File: config.mk
export PLATFORM = sky130hd
export DESIGN_NAME = stall_injector
export DESIGN_NICKNAME = d
export VERILOG_FILES = /design/src/rtl/sti_pkg.sv /design/src/rtl/sti_table.sv /design/src/rtl/sti_init_gate.sv /design/src/rtl/sti_idle_ack.sv /design/src/rtl/sti_beat_ctrl.sv /design/src/rtl/stall_injector.sv
export SDC_FILE = /design/constraint.sdc
export NUM_CORES = 1
export LEC_CHECK = 0
export BUFFER_PORTS_ARGS = -buffer_cell sky130_fd_sc_hd__buf_2
export CORE_AREA = 2 2 104 81
export CTS_CLUSTER_SIZE = 10
export DETAILED_ROUTE_END_ITERATION = 16
export DIE_AREA = 0 0 106 83
export HOLD_SLACK_MARGIN = 0.03
export SLEW_MARGIN = 40
export SYNTH_ARGS = -nofsm -noshare
export SYNTH_HDL_FRONTEND = slang
export SYNTH_SLANG_ARGS = --single-unit
File: constraint.sdc
create_clock -name clk -period 6.25 [get_ports clk]
set_input_delay 0.625 -clock clk [delete_from_list [all_inputs] [get_ports clk]]
set_output_delay 0.625 -clock clk [all_outputs]
set_load 0.02 [all_outputs]
File: src/rtl/sti_pkg.sv
`timescale 1ns/1ps
package sti_pkg;
   typedef enum logic [1:0] {
      IDLE_NACK   = 2'd0,
      IDLE_ACK    = 2'd1,
      IDLE_TOGGLE = 2'd2,
      IDLE_RSVD   = 2'd3
   } idle_pol_e;
endpackage

File: src/rtl/sti_table.sv
`timescale 1ns/1ps
module sti_table #(
   parameter int DEPTH = 8,
   parameter int CNT_W = 4,
   localparam int AW    = (DEPTH > 1) ? $clog2(DEPTH) : 1,
   localparam int IDX_W = $clog2(DEPTH + 1)
) (
   input  logic             clk,
   input  logic             rst_n,
   input  logic             we,
   input  logic [AW-1:0]    widx,
   input  logic [CNT_W-1:0] wcnt,
   input  logic [IDX_W-1:0] ridx,
   output logic [CNT_W-1:0] rcnt
);
   logic [CNT_W-1:0] mem [DEPTH];

   for (genvar i = 0; i < DEPTH; i++) begin : g_entry
      always_ff @(posedge clk or negedge rst_n) begin
         if (!rst_n)
            mem[i] <= '0;
         else if (we && widx == AW'(i))
            mem[i] <= wcnt;
      end
   end

   always_comb begin
      rcnt = '0;
      for (int i = 0; i < DEPTH; i++)
         if (ridx == IDX_W'(i))
            rcnt = mem[i];
   end
endmodule

File: src/rtl/sti_init_gate.sv
`timescale 1ns/1ps
module sti_init_gate #(
   parameter int INIT_W = 8
) (
   input  logic              clk,
   input  logic              rst_n,
   input  logic [INIT_W-1:0] limit,
   output logic              busy
);
   logic [INIT_W-1:0] cnt;

   assign busy = (cnt < limit);

   always_ff @(posedge clk or negedge rst_n) begin
      if (!rst_n)
         cnt <= '0;
      else if (busy)
         cnt <= cnt + 1'b1;
   end
endmodule

File: src/rtl/sti_idle_ack.sv
`timescale 1ns/1ps
module sti_idle_ack
   import sti_pkg::*;
(
   input  logic       clk,
   input  logic       rst_n,
   input  logic [1:0] mode,
   output logic       idle_ack
);
   logic tog;

   always_ff @(posedge clk or negedge rst_n) begin
      if (!rst_n)
         tog <= 1'b0;
      else
         tog <= ~tog;
   end

   always_comb begin
      unique case (idle_pol_e'(mode))
         IDLE_ACK:    idle_ack = 1'b1;
         IDLE_TOGGLE: idle_ack = tog;
         default:     idle_ack = 1'b0;
      endcase
   end
endmodule

File: src/rtl/sti_beat_ctrl.sv
`timescale 1ns/1ps
module sti_beat_ctrl #(
   parameter int DEPTH = 8,
   parameter int CNT_W = 4,
   localparam int IDX_W = $clog2(DEPTH + 1)
) (
   input  logic             clk,
   input  logic             rst_n,
   input  logic             active,
   input  logic             in_valid,
   input  logic             out_ack,
   input  logic [IDX_W-1:0] tbl_len,
   input  logic [CNT_W-1:0] tbl_cnt,
   output logic [IDX_W-1:0] beat_idx,
   output logic             fwd
);
   logic             holding;
   logic [CNT_W-1:0] remain;
   logic [CNT_W-1:0] rem_now;
   logic             offer;

   assign offer   = active && in_valid;
   assign rem_now = holding ? remain : ((beat_idx < tbl_len) ? tbl_cnt : '0);
   assign fwd     = offer && (rem_now == '0);

   always_ff @(posedge clk or negedge rst_n) begin
      if (!rst_n) begin
         holding  <= 1'b0;
         remain   <= '0;
         beat_idx <= '0;
      end else if (offer) begin
         if (fwd && out_ack) begin
            holding <= 1'b0;
            remain  <= '0;
            if (beat_idx != '1)
               beat_idx <= beat_idx + 1'b1;
         end else begin
            holding <= 1'b1;
            remain  <= fwd ? '0 : rem_now - 1'b1;
         end
      end
   end
endmodule

File: src/rtl/stall_injector.sv
`timescale 1ns/1ps
module stall_injector #(
   parameter int DATA_W = 8,
   parameter int DEPTH  = 8,
   parameter int CNT_W  = 4,
   parameter int INIT_W = 8,
   localparam int AW    = (DEPTH > 1) ? $clog2(DEPTH) : 1,
   localparam int IDX_W = $clog2(DEPTH + 1)
) (
   input  logic              clk,
   input  logic              rst_n,
   input  logic              cfg_enable,
   input  logic [1:0]        cfg_idle_mode,
   input  logic [INIT_W-1:0] cfg_init_stall,
   input  logic [IDX_W-1:0]  cfg_tbl_len,
   input  logic              tbl_we,
   input  logic [AW-1:0]     tbl_widx,
   input  logic [CNT_W-1:0]  tbl_wcnt,
   input  logic              in_valid,
   input  logic [DATA_W-1:0] in_data,
   output logic              in_ack,
   output logic              out_valid,
   output logic [DATA_W-1:0] out_data,
   input  logic              out_ack
);
   if (DEPTH < 1) begin : g_bad_depth
      $error("stall_injector: DEPTH must be at least 1");
   end
   if (CNT_W < 4) begin : g_bad_cnt
      $error("stall_injector: CNT_W must cover counts up to 10");
   end
   if (DATA_W < 1 || INIT_W < 1) begin : g_bad_w
      $error("stall_injector: widths must be positive");
   end

   logic             init_busy;
   logic             idle_ack;
   logic             fwd;
   logic [IDX_W-1:0] beat_idx;
   logic [CNT_W-1:0] tbl_cnt;

   sti_table #(.DEPTH(DEPTH), .CNT_W(CNT_W)) u_tbl (
      .clk(clk), .rst_n(rst_n), .we(tbl_we), .widx(tbl_widx),
      .wcnt(tbl_wcnt), .ridx(beat_idx), .rcnt(tbl_cnt)
   );

   sti_init_gate #(.INIT_W(INIT_W)) u_init (
      .clk(clk), .rst_n(rst_n), .limit(cfg_init_stall), .busy(init_busy)
   );

   sti_idle_ack u_idle (
      .clk(clk), .rst_n(rst_n), .mode(cfg_idle_mode), .idle_ack(idle_ack)
   );

   sti_beat_ctrl #(.DEPTH(DEPTH), .CNT_W(CNT_W)) u_beat (
      .clk(clk), .rst_n(rst_n), .active(cfg_enable && !init_busy),
      .in_valid(in_valid), .out_ack(out_ack), .tbl_len(cfg_tbl_len),
      .tbl_cnt(tbl_cnt), .beat_idx(beat_idx), .fwd(fwd)
   );

   assign out_data  = in_data;
   assign out_valid = cfg_enable ? fwd : in_valid;

   always_comb begin
      if (!rst_n)
         in_ack = 1'b0;
      else if (!cfg_enable)
         in_ack = out_ack;
      else if (init_busy)
         in_ack = 1'b0;
      else if (in_valid)
         in_ack = fwd && out_ack;
      else
         in_ack = idle_ack;
   end
endmodule

==> results.cfg <==
[routing]
wl_per_cell_microns = 14.9
drtIter0Drc = 102
drc = 0
drt-vias-per-instance = 5.11
drt-pass1-iter-count = 4
drt-total-wl_microns = 6120
vias = 2106
ant_nets = 0

[clocking]
clockBufferDepth = 2
numCtsBuffers = 5
root_buffer = clkbuf_8
cts_htree_levels = 2
cts_resized = 0
cts_hold_buf = 0
clkLatencyLatePin_ns = 0.30
clk_pin_slew_ns = 0.09
clock_sinks = 50
cts_tree = done
cts_setup_buffers = 0

[sta]
finalCriticalPeriod_ns = 3.82
setup_violations = 0
slew_violations = 0
skew_ns = 0.0114
fmax_ghz = 0.262
post-route-period-util = 0.611
finalHoldViolations = 0
fin_setup_tns_ns = 0
rsz0062_at_grt = false
maxSlewHeadroom = 0.452
worst_slew_pin_slew_ns = 0.821

[critical_path]
startpoint_type = register
r2r_start = u_beat.beat_idx[2]$_DFFE_PN0P_
r2r_slack_ns = 3.17
worstPathRequired_ns = 5.62
worst_setup_path_end_kind = output port
critical_path.startpoint = u_beat.beat_idx[2]$_DFFE_PN0P_
r2r-end = u_beat.beat_idx[1]$_DFFE_PN0P_
ff2ff_path_depth = 9
crit_fanout = 15
crit_type = register to output port
crit_arrival_ns = 3.19

[cells_and_area]
nets = 361
stdcell_count = 412
synthToLayoutAreaGrowth_pct = 9.70
drive_gt1_frac = 0.235
fin_util = 0.426
diodes = 0
filler_cell_count = 753
fin_area_sq_um = 3300

[floorplanning]
die_y_microns = 83
rows = 28
die-area_sq_um = 8800
initial_core_util = 0.388
core_sq_um = 7740
die_x_microns = 106
top_level_ports = 45

[run_status]
status = finished clean

[placement]
placedCellCount = 405
port_buffers = 28
gp_congestion = 0.790
post_dp_cell_area_sq_um = 3180
hpwl_microns = 4550

[yosys]
ys.warnings.count = 0
synth.cell_area_sq_um = 3010
ys.flop_type = dfrtp_1
synth_top_cell_by_area = dfrtp_1
synth_top_area_frac = 0.416
avgSynthCellArea_sq_um = 10.4
synthCells = 288
synth_nets = 342
synth-seq-cells = 50
synth-edff-count = 0
ys_types = 59
async_flop_share = 1.00
ys_seq_area_frac = 0.416
netlist_top_cells_area = dfrtp_1 (42%), mux2_2 (10%), ha_1 (7.9%)

[global_route]
overflow = 0
grt_pass1_vias = 2137
grt_max_degree = 52
grt.total_usage = 0.149
grt_first_pass_wirelength_microns = 10600
grt_antenna_before_repair = 0

[power_and_ir_drop]
irDropWorstVdd_mv = 0.146
seqPwrFrac = 0.396
p_comb_frac = 0.417
powerDensity_nw_per_um2 = 376
power_leakage_uw = 0.00145
clockPowerShare = 0.187
p_int_uw = 783
sw_frac_of_total = 0.368
p_sw_uw = 455

[run]
cap_violations = 0

[worst_hold_path]
hold_path.class = primary input to async pin
## cell families (layout without fill, tap and decap cells)
logic type | Yosys count | count (layout) | share of synthesized area
mux | 35 | 35 | 0.131
buf+inv | 41 | 60 | 0.0633
flops | 50 | 50 | 0.416
xor+xnor | 8 | 8 | 0.0233
compound gates | 49 | 49 | 0.122
fa+ha+maj | 19 | 19 | 0.0791
simple gates | 86 | 86 | 0.165
## cells in the mapped netlist, types with 3 or more instances
cell	n
a211oi_1	4
a21oi_1	10
buf_2	5
buf_4	8
clkbuf_1	3
dfrtp_1	50
ha_1	19
inv_1	24
mux2_1	7
mux2_2	27
nand2_1	25
nand2b_1	8
nand3_1	3
nand3b_1	5
nand4_1	5
nand4b_1	3
nor2_1	10
nor3_1	10
nor3b_1	3
o21a_1	3
o21ai_0	6
o21ai_1	4
xnor2_1	7
## layer usage
metal  up-vias  GRT usage  wire, microns  share of wire
met3         6     0.0243            184          0.030
met2        29      0.222           2730           0.45
met4         0     0.0490             51         0.0083
met1      1015      0.219           3150           0.51
li1       1056          -              -              -
met5         -          0              0              0
## per-stage QoR
stage	setup slack (ns)	hold slack, ns	total power (uW)
after detailed placement	2.70	0.411	1010
after CTS	2.40	0.423	1250
after global placement	2.74	0.407	999
after floorplan	3.00	0.329	889
final	2.43	0.411	1240
after global routing	2.08	0.457	1340
## final cells by class
| cell class | instances | area, sq um | share of cell area |
|---|---|---|---|
| Sequential cell | 50 | 1250 | 0.380 |
| Clock inverter | 1 | 30.0 | 0.00911 |
| Tap cell | 105 | 131 | 0.0398 |
| Timing Repair Buffer | 29 | 148 | 0.0448 |
| Clock buffer | 6 | 82.6 | 0.0250 |
| Inverter | 24 | 90.1 | 0.0273 |
| Multi-Input combinational cell | 197 | 1560 | 0.474 |
## power groups by stage
stage	registers [uW]	clock network, uW	logic (uW)
after floorplan	473	0	416
final	490	232	516
after detailed placement	498	0	517
after CTS	491	239	519
after global placement	495	0	504
after global routing	505	251	579
## how the worst max path moves through the flow
| stage | endpoint | depth (start not counted) |
|---|---|---|
| floorplan | in_ack | 10 |
| global placement | in_ack | 12 |
| detailed placement | in_ack | 13 |
| CTS | in_ack | 10 |
| global route | in_ack | 10 |
| finish | in_ack | 10 |
## worst max-delay path, stage by stage (launching register included)
cell       delay (ns)
dfrtp_1          0.58
ha_1             0.30
or4_1            0.52
a21oi_2          0.18
nor2_2           0.11
a211o_1          0.37
ha_1             0.26
nand4bb_4        0.15
nor3_1           0.08
o21a_1           0.19
buf_2            0.15
## flip-flops by register name, indices dropped and copies added (netlist names)
| register | cells |
|---|---|
| u_beat.holding | 1 |
| u_beat.beat_idx | 4 |
| u_idle.tog | 1 |
| u_beat.remain | 4 |
| u_init.cnt | 8 |
| u_tbl.mem | 32 |
## layout by cell type, fill, tap and decap left out, drive strengths merged, types with 2 or more instances in the layout
| cell type | n |
|---|---|
| xnor2 | 7 |
| o21a | 3 |
| a221oi | 2 |
| nor2 | 11 |
| clkbuf | 6 |
| a21oi | 11 |
| a211oi | 4 |
| a22oi | 2 |
| ha | 19 |
| nand3 | 3 |
| nand4 | 5 |
| a211o | 2 |
| o21ai | 10 |
| nand2 | 25 |
| a2111oi | 2 |
| nand4b | 4 |
| nor3 | 11 |
| inv | 24 |
| buf | 29 |
| nor3b | 3 |
| mux2 | 34 |
| dfrtp | 50 |
| nand2b | 8 |
| nand3b | 5 |
No activity file was read; power rests on OpenSTA's default activity.
